[src/rtl/frd_pkg.sv]
package frd_pkg;
  localparam logic [7:0] FAST_READ_CODE = 8'h0B;

  typedef enum logic [2:0] {
    ST_IDLE, ST_CMD, ST_ADDR, ST_DUMMY, ST_DATA, ST_IGNORE
  } frdState_t;

  typedef struct packed {
    logic shiftIn;   // take one bit from mosi
    logic capAddr;   // last address bit arrives: load pointer
    logic fetch;     // prefetch first byte
    logic shiftOut;  // falling edge in data phase
    logic endTx;     // select released
  } frdStrobe_t;
endpackage

[src/rtl/frd_sync.sv]
module frd_sync #(
  parameter int STAGES = 2,
  parameter int WIDTH = 3,
  parameter logic [WIDTH-1:0] RST_VAL = '0
) (
  input  logic             clk,
  input  logic             rstN,
  input  logic [WIDTH-1:0] din,
  output logic [WIDTH-1:0] dout
);
  logic [STAGES-1:0][WIDTH-1:0] stg;

  always_ff @(posedge clk or negedge rstN) begin
    if (!rstN) begin
      stg <= {STAGES{RST_VAL}};
    end else begin
      for (int i = 0; i < STAGES; i++) begin
        if (i == 0) stg[i] <= din;
        else        stg[i] <= stg[i-1];
      end
    end
  end

  assign dout = stg[STAGES-1];
endmodule

[src/rtl/frd_ctrl.sv]
module frd_ctrl
  import frd_pkg::*;
#(
  parameter int HEAD_W = 7
) (
  input  logic              clk,
  input  logic              rstN,
  input  logic              csS,
  input  logic              sclkS,
  input  logic              mosiS,
  input  logic              busy,
  input  logic [HEAD_W-1:0] cmdHead,
  output frdStrobe_t        strobe
);
  frdState_t  state;
  logic [4:0] cnt;
  logic       sclkQ;
  logic       fetchQ;
  logic       rise, fall;
  logic [7:0] cmdByte;

  assign rise    = sclkS & ~sclkQ;
  assign fall    = ~sclkS & sclkQ;
  assign cmdByte = {cmdHead[6:0], mosiS};

  always_ff @(posedge clk or negedge rstN) begin
    if (!rstN) begin
      state  <= ST_IDLE;
      cnt    <= '0;
      sclkQ  <= 1'b0;
      fetchQ <= 1'b0;
    end else begin
      sclkQ  <= sclkS;
      fetchQ <= strobe.capAddr;
      if (csS) begin
        state <= ST_IDLE;
        cnt   <= '0;
      end else begin
        unique case (state)
          ST_IDLE: begin
            state <= ST_CMD;
            cnt   <= '0;
          end
          ST_CMD: if (rise) begin
            if (cnt == 5'd7) begin
              cnt   <= '0;
              state <= (cmdByte == FAST_READ_CODE && !busy) ? ST_ADDR : ST_IGNORE;
            end else cnt <= cnt + 5'd1;
          end
          ST_ADDR: if (rise) begin
            if (cnt == 5'd23) begin
              cnt   <= '0;
              state <= ST_DUMMY;
            end else cnt <= cnt + 5'd1;
          end
          ST_DUMMY: if (rise) begin
            if (cnt == 5'd7) begin
              cnt   <= '0;
              state <= ST_DATA;
            end else cnt <= cnt + 5'd1;
          end
          default: ;
        endcase
      end
    end
  end

  always_comb begin
    strobe.shiftIn  = rise && !csS && (state == ST_CMD || state == ST_ADDR);
    strobe.capAddr  = rise && !csS && state == ST_ADDR && cnt == 5'd23;
    strobe.fetch    = fetchQ;
    strobe.shiftOut = fall && !csS && state == ST_DATA;
    strobe.endTx    = csS;
  end
endmodule

[src/rtl/frd_datapath.sv]
module frd_datapath
  import frd_pkg::*;
#(
  parameter int ADDR_W = 8,
  parameter int HEAD_W = 7
) (
  input  logic              clk,
  input  logic              rstN,
  input  frdStrobe_t        strobe,
  input  logic              mosiS,
  input  logic              preloadEn,
  input  logic [ADDR_W-1:0] preloadAddr,
  input  logic [7:0]        preloadData,
  output logic [HEAD_W-1:0] cmdHead,
  output logic              misoData,
  output logic              misoOe
);
  localparam int DEPTH = 1 << ADDR_W;

  logic [7:0]        mem [DEPTH];
  logic [HEAD_W-1:0] inShift;
  logic [ADDR_W-1:0] addrPtr;
  logic [7:0]        txShift;
  logic [2:0]        outCnt;
  logic [7:0]        readByte;

  always_ff @(posedge clk) begin
    if (preloadEn) mem[preloadAddr] <= preloadData;
  end

  assign readByte = mem[addrPtr];
  assign cmdHead  = inShift;

  always_ff @(posedge clk or negedge rstN) begin
    if (!rstN) begin
      inShift  <= '0;
      addrPtr  <= '0;
      txShift  <= '0;
      outCnt   <= '0;
      misoData <= 1'b0;
      misoOe   <= 1'b0;
    end else begin
      if (strobe.shiftIn) inShift <= {inShift[HEAD_W-2:0], mosiS};
      if (strobe.capAddr) addrPtr <= {inShift[ADDR_W-2:0], mosiS};
      if (strobe.endTx) begin
        misoOe <= 1'b0;
        outCnt <= '0;
      end else if (strobe.fetch) begin
        txShift <= readByte;
        addrPtr <= addrPtr + ADDR_W'(1);
        outCnt  <= '0;
      end else if (strobe.shiftOut) begin
        misoData <= txShift[7];
        misoOe   <= 1'b1;
        outCnt   <= outCnt + 3'd1;
        if (outCnt == 3'd7) begin
          txShift <= readByte;
          addrPtr <= addrPtr + ADDR_W'(1);
        end else begin
          txShift <= {txShift[6:0], 1'b0};
        end
      end
    end
  end
endmodule

[src/rtl/spi_fast_read_responder.sv]
module spi_fast_read_responder
  import frd_pkg::*;
#(
  parameter int ADDR_W = 8,
  parameter int SYNC_STAGES = 2
) (
  input  logic              clk,
  input  logic              rstN,
  input  logic              csN,
  input  logic              sclk,
  input  logic              mosi,
  input  logic              busy,
  input  logic              preloadEn,
  input  logic [ADDR_W-1:0] preloadAddr,
  input  logic [7:0]        preloadData,
  output logic              misoData,
  output logic              misoOe
);
  localparam int HEAD_W = (ADDR_W - 1 > 7) ? ADDR_W - 1 : 7;

  logic [2:0]        syncOut;
  frdStrobe_t        strobe;
  logic [HEAD_W-1:0] cmdHead;

  frd_sync #(.STAGES(SYNC_STAGES), .WIDTH(3), .RST_VAL(3'b100)) u_sync (
    .clk(clk), .rstN(rstN), .din({csN, sclk, mosi}), .dout(syncOut)
  );

  frd_ctrl #(.HEAD_W(HEAD_W)) u_ctrl (
    .clk(clk), .rstN(rstN), .csS(syncOut[2]), .sclkS(syncOut[1]),
    .mosiS(syncOut[0]), .busy(busy), .cmdHead(cmdHead), .strobe(strobe)
  );

  frd_datapath #(.ADDR_W(ADDR_W), .HEAD_W(HEAD_W)) u_dp (
    .clk(clk), .rstN(rstN), .strobe(strobe), .mosiS(syncOut[0]),
    .preloadEn(preloadEn), .preloadAddr(preloadAddr), .preloadData(preloadData),
    .cmdHead(cmdHead), .misoData(misoData), .misoOe(misoOe)
  );
endmodule

[config.mk]
export PLATFORM = sky130hd
export DESIGN_NAME = spi_fast_read_responder
export DESIGN_NICKNAME = d
export VERILOG_FILES = /design/src/rtl/frd_pkg.sv /design/src/rtl/frd_sync.sv /design/src/rtl/frd_ctrl.sv /design/src/rtl/frd_datapath.sv /design/src/rtl/spi_fast_read_responder.sv
export SDC_FILE = /design/constraint.sdc
export NUM_CORES = 2
export LEC_CHECK = 0
export CAP_MARGIN = 0
export CORE_UTILIZATION = 60
export CTS_BUF_LIST = sky130_fd_sc_hd__clkbuf_8
export DETAILED_ROUTE_END_ITERATION = 12
export PLACE_DENSITY = 0.76
export SLEW_MARGIN = 20
export SYNTH_ARGS = -nofsm -noshare
export SYNTH_HDL_FRONTEND = slang
export SYNTH_SLANG_ARGS = --single-unit
[constraint.sdc]
create_clock -name clk -period 3.4 [get_ports clk]
set_input_delay 0.68 -clock clk [delete_from_list [all_inputs] [get_ports clk]]
set_output_delay 0.68 -clock clk [all_outputs]
set_load 0.02 [all_outputs]
* Word level (Yosys, flattened, before mapping)
Memory sizes are Yosys's and may differ from the RTL's.
Cells that the tools add are included.
** Storage, ports and cells
- Input bits :: 23
- Output and inout port bits :: 2
- Logic and storage cells :: 91
- Flip-flop bits (word level) :: 44
- Memories :: 1
- RAM bits :: 2048
** Operators by class
- Bitwise gates (word level) :: 6
- Reduce and logical (&&, ||, !) cells :: 22
- Add/subtract/negate cells :: 3
- Eq/ne operators :: 16
- Multiplexer cells :: 31
** Memory list
- u_dp.mem :: depth 256, width 8, read ports 1, clocked after Yosys merged registers in 0, wr ports 1, RTL line frd_datapath.sv:20 : logic [7:0] mem [DEPTH];
** Operator list (count)
- 8-bit two-way mux :: 8
- 3-bit two-way mux :: 11
- 5-bit two-way mux :: 5
- 3-bit by 2-bit != test with 1-bit output (second input constant) :: 6
- 5-bit case mux with 3 select lines :: 1
- 3-bit case mux with 4 select lines :: 1
- 8-bit by 1-bit adder with 8-bit output (second input constant) :: 1
- 8-bit by 4-bit == test with 1-bit output (second input constant) :: 1
- 1-bit logical AND :: 7
- 7-bit AND reduction :: 1
- 3-bit by 2-bit == test with 1-bit output (second input constant) :: 2
- 3-bit == test (second input constant) :: 2
- 3-bit AND reduction :: 2
- 5-bit by 1-bit adder with 5-bit output (second input constant) :: 1
- 5-bit by 3-bit == test with 1-bit output (second input constant) :: 1
- 5-bit == test (second input constant) :: 1
- 1-bit two-way mux :: 5
- 5-bit nonzero test :: 1
- 1-bit inverter :: 4
- 2-bit AND reduction :: 2
- 2-bit nonzero test :: 2
- 4-bit nonzero test :: 1
- 3-bit by 1-bit adder with 3-bit output (second input constant) :: 1
- 3-bit by 1-bit == test with 1-bit output (second input constant) :: 1
- other kinds (8) :: 10

* Logic depth before layout (Yosys ltp)
- Word-level depth :: 10
- Depth in mapped cells :: 12
- Gate-level depth less buffers :: 7

* Modules after synthesis
Synthesis repeated with hierarchy kept, for this count alone.
** Second synthesis, totals
- Cell total of the unflattened synthesis :: 4070
- Area, all modules :: 82334.0 um^2
** By module, submodules not included
- frd_datapath :: area an instance 81503.2 um^2, cells an instance 3992, instances 1, sequential area each 62199.7 um^2
- frd_ctrl :: area an instance 655.6 um^2, cells an instance 69, instances 1, sequential area each 250.2 um^2
- frd_sync :: area an instance 175.2 um^2, cells an instance 9, instances 1, sequential area each 152.6 um^2

* Worst setup path after synthesis
No wires, ideal clock.
- Kind :: input -> register
- Start :: input port preloadAddr[0]
- End :: memory u_dp.mem[237][0] (enable)
- Library setup time :: 370 ps
- Data arrival time :: 2126 ps
- Path buffers :: 3
- Required time :: 3030 ps
- Path slack :: 904 ps
- Cell stages on the path :: 6
- Path through :: clkbuf_1 nor2b_1 clkbuf_1 nand4_1 clkbuf_1 nor2_1
** RTL lines
- from (decl) :: RTL line spi_fast_read_responder.sv:14 : input logic [ADDR_W-1:0] preloadAddr,
- to (decl) :: RTL line frd_datapath.sv:20
Straight into the memory's write port.

* Worst setup path in the final report
- Start :: register u_dp.addrPtr[0]
- End :: register u_dp.txShift[5]
** On the way
- Cells in the longest elaborated chain, start to end :: 4
** Ends and longest elaborated chain
- from (decl) :: RTL line frd_datapath.sv:22 : logic [ADDR_W-1:0] addrPtr;
- from (signal assigned) :: RTL line frd_datapath.sv:44 : if (strobe.capAddr) addrPtr <= {inShift[ADDR_W-2:0], mosiS};
- from (signal assigned) :: RTL line frd_datapath.sv:50 : addrPtr <= addrPtr + ADDR_W'(1);
- from (signal assigned) :: RTL line frd_datapath.sv:58 : addrPtr <= addrPtr + ADDR_W'(1);
- memory read 256 x 8 bit *
- 8-bit two-way mux :: RTL line frd_datapath.sv:56 : if (outCnt == 3'd7) begin
- 8-bit two-way mux :: RTL line frd_datapath.sv:52 : end else if (strobe.shiftOut) begin
- 8-bit two-way mux * :: RTL line frd_datapath.sv:48 : end else if (strobe.fetch) begin
- to (signal assigned) :: RTL line frd_datapath.sv:49 : txShift <= readByte;
- to (signal assigned) :: RTL line frd_datapath.sv:57 : txShift <= readByte;
- to (signal assigned) :: RTL line frd_datapath.sv:60 : txShift <= {txShift[6:0], 1'b0};
- to (decl) :: RTL line frd_datapath.sv:23 : logic [7:0] txShift;
Every way passes the cells marked *; elsewhere a longest branch is shown, timed or not. The select of a mux whose other input is x is not followed.
A chain may end at the register's enable or synchronous reset.

==> summary.md <==
| Metric | Value |
|---|---|
| Final Hold Violating Endpoints | `0` |
| Buffers on Ports | `24` |
| Startpoint Class | `flip-flop` |
| Syn_area_per_cell | `between 20 and 25 sq um` |
| Footprint of the multi-input gates | `17700 sq um` |
| CP Capture Type | `flip-flop` |
| Leakage power | `29.5 nW` |
| Final Wtd Congestion | `0.937` |
| P&R area growth vs syn | `13.9%` |
| Switch Pwr | `10.1 mW` |
| Vias/cell | `6.61` |
| Final Cycle Share | `97.6%` |
| Worst-path clk slew | `~60 ps` |
| Worst vdd ir | `0.308 mV` |
| Net Count, Synth | `between 3000 and 4000` |
| H-tree depth | `5` |
| Post-route ant nets | `0` |
| Vias in the first global route | `42900` |
| Cell at the root of the clock tree | `clkbuf_8` |
| Area of the die | `around 140000 sq um` |
| Post-Syn Area | `81700 sq um` |
| Slew Viols, Final | `0` |
| Starting Density | `roughly 61%` |
| HPWL Detailed | `~130000 um` |
| Die extent in x | `371 um` |
| Final min period | `3320 ps` |
| Share of cells above drive strength 1 | `31.1%` |
| Hold WC Path Type | `primary input to flip-flop` |
| Fmax | `301 MHz` |
| I/O pins | `25` |
| Post-synthesis cell type count | `66` |
| Ys async rst share | `2.10%` |
| CP arrival | `~4200 ps` |
| CTS Buf Count | `approximately 340` |
| TNS Setup | `0 ps` |
| FILL cells | `between 7000 and 8000` |
| # Max-Cap Violations | `0` |
| Synth top area share | `75.3%` |
| P_int | `38.3 mW` |
| Die H | `approximately 370 um` |
| Status | `finished, final reports clean` |
| CTS tree | `built` |
| Gr ovfl total | `0` |
| P per Cell Area | `between 500 and 600 nW/um^2` |
| Starting DRT DRC Count | `6375` |
| Vias | `43100` |
| Core footprint | `134000 sq um` |
| Worst slew pin tran | `1030 ps` |
| Logic pwr share | `1.5%` |
| Sequential Power Share | `58.7%` |
| Gate Count Post-Synth | `3894` |
| Placement Rows | `134` |
| Top_reg_cell synth | `edfxtp_1` |
| Slew HR | `a little under a third` |
| Worst Path Max Fanout | `7` |
| Share of the yosys chip area belonging to registers | `76.7%` |
| Largest net degree at the start of global routing | `approximately 110` |
| # clock sinks | `2092` |
| Hold slack final | `approximately 110 ps` |
| Most frequent cells in the layout | `2048 x edfxtp_1, 502 x mux4_2, 441 x buf_4, 360 x clkbuf_8, 311 x nor2_1` |
| Pre-antenna DRT Iters | `6` |
| Maximum clock path buffer count | `4` |
| Yosys top cell by area | `edfxtp_1` |
| Yosys reg bits | `2092` |
| Number of flops mapped to enable cells by yosys | `2048` |
| RSZ-0062 raised after global routing | `false` |
| Syn. warnings | `0` |
| Crit path required time | `4280 ps` |
| First-pass GRT wire length | `289000 um` |
| Skew-Pair Late Insertion Delay | `a little over 1000 ps` |
| Detailed Route WL | `roughly 200000 um` |
| Top post-synthesis cells by area | `edfxtp_1 75%, mux4_2 14%, nor2_1 1.4%` |
| Final setup violation count | `0` |
| Initial antenna violation count | `4` |
| Part of the power in the clock network | `between 30% and 40%` |
| Clock Skews | `59.3 ps` |
| Drt wl/cell | `30.4 um` |
| Setup CP Type | `flip-flop to flip-flop` |
| Most common cell after layout, fill and taps aside | `edfxtp_1` |
| Drc violations | `0` |
| Switching share of power | `20.9%` |
| All-Layer GR Usage | `29.4%` |
| Fin util | `a little under 70%` |
| Reg area | `62600 sq um` |
| Layout net count | `4541` |
==> Yosys cell counts, drive strengths merged (4+ instances only) <==
cell and instances:
a2111oi 4, a211o 4, a211oi 11, a21boi 8, a21oi 48, a221oi 5
a22o 27, a22oi 65, a311oi 15, a31oi 7, and2 5, and3 16
and4b 5, buf 149, clkbuf 85, dfrtp 42, edfxtp 2048, ha 4
inv 11, mux2 40, mux2i 74, mux4 502, nand2 113, nand2b 22
nand3 49, nand4 15, nor2 312, nor2b 30, nor3 16, nor4 8
nor4bb 4, o2111ai 15, o211ai 14, o21ai 22, o221ai 7, o22ai 29
o31ai 15, o32ai 9, or4 7
==> per-layer routing <==
| layer | up-vias | global-route usage [%] | wire, um |
|---|---|---|---|
| met5 | - | 0 | 27 |
| met4 | 2 | 9.51 | 6220 |
| met3 | 396 | 8.37 | 25700 |
| met2 | 2991 | 43.8 | 91800 |
| met1 | 22200 | 42.6 | 74600 |
| li1 | 17500 | - | - |
==> metrics by stage <==
stage	total power, mW	setup slack [ps]	instance area (sq um)	instances
floorplan	29.1	904	81700	3894
global placement	29.7	-160	87000	5939
detailed placement	29.7	-217	87000	5939
CTS	48.7	159	93000	6515
global route	49.8	66.9	93000	6520
finish	48.4	81.7	93000	6522
==> timing repair <==
| item | CTS | global route |
|---|---|---|
| setup buffers | 3 | 0 |
| setup endpoints to repair | 7 | 0 |
| endpoints found under the hold margin | 34 | 0 |
| hold buffers | 2 | 0 |
| gates resized for setup | 4 | 0 |
==> sequential cells by signal, indices dropped and copies added (netlist names) <==
name,cells
u_dp.cmdHead,7
u_ctrl.fetchQ,1
u_sync.stg,3
u_dp.mem,2048
u_dp.misoData,1
u_ctrl.cnt,5
u_dp.txShift,8
u_dp.outCnt,3
u_sync.dout,3
u_ctrl.sclkQ,1
u_dp.misoOe,1
u_ctrl.state,3
u_dp.addrPtr,8
==> worst max-delay path, cell delays in order, from the launching register on <==
cell and delay, ps:
dfrtp_4 520, buf_12 170, buf_12 130, mux4_2 490
mux2i_1 330, o211ai_1 220, or4_1 630, o32ai_1 360
buf_4 210, o31ai_1 70
==> worst paths after layout <==
| check | startpoint | to | slack, ps | cells after the start |
|---|---|---|---|---|
| setup / recovery | u_dp.addrPtr[0]$_DFF_PN0_ | u_dp.txShift[5]$_DFFE_PN0P_ | 80 | 9 |
| hold / removal | sclk | u_sync.stg[1]$_DFF_PN0_ | 110 | 1 |
| setup reg to reg | u_dp.addrPtr[0]$_DFF_PN0_ | u_dp.txShift[5]$_DFFE_PN0P_ | 80 | 9 |
| hold reg to reg | u_sync.stg[0]$_DFF_PN0_ | u_sync.dout[0]$_DFF_PN0_ | 360 | 0 |
| max in group asynchronous | rstN | u_sync.dout[2]$_DFF_PN1_ | 2310 | 3 |
| min in group asynchronous | rstN | u_ctrl.cnt[4]$_DFFE_PN0P_ | 330 | 2 |
==> cell type report <==
type,instances,area share (%)
Sequential cell,2092,67.3
Timing Repair Buffer,516,4.92
Antenna cell,7,0.0188
Tap cell,1768,2.38
Clock buffer,352,5.21
Multi-Input combinational cell,1556,19.0
Inverter,12,0.0484
Clock inverter,219,1.07
==> kinds of logic after synthesis <==
group	share of synthesized area [%]
AOI/OAI and AO/OA	2.80
xor gates and xnor gates	0.0215
adders and majority gates	0.0613
buffers and inverters	1.72
muxes	15.3
DFF	76.7
and+or+nand+nor	3.42
==> power by group through the flow <==
stage	Clock [mW]	Sequential, mW	Combinational, mW
floorplan	0	28.9	0.122
global placement	0	29.0	0.700
detailed placement	0	29.0	0.736
CTS	19.5	28.4	0.736
global route	20.6	28.4	0.782
finish	19.3	28.4	0.740
Power figures use the tool's default switching activity.
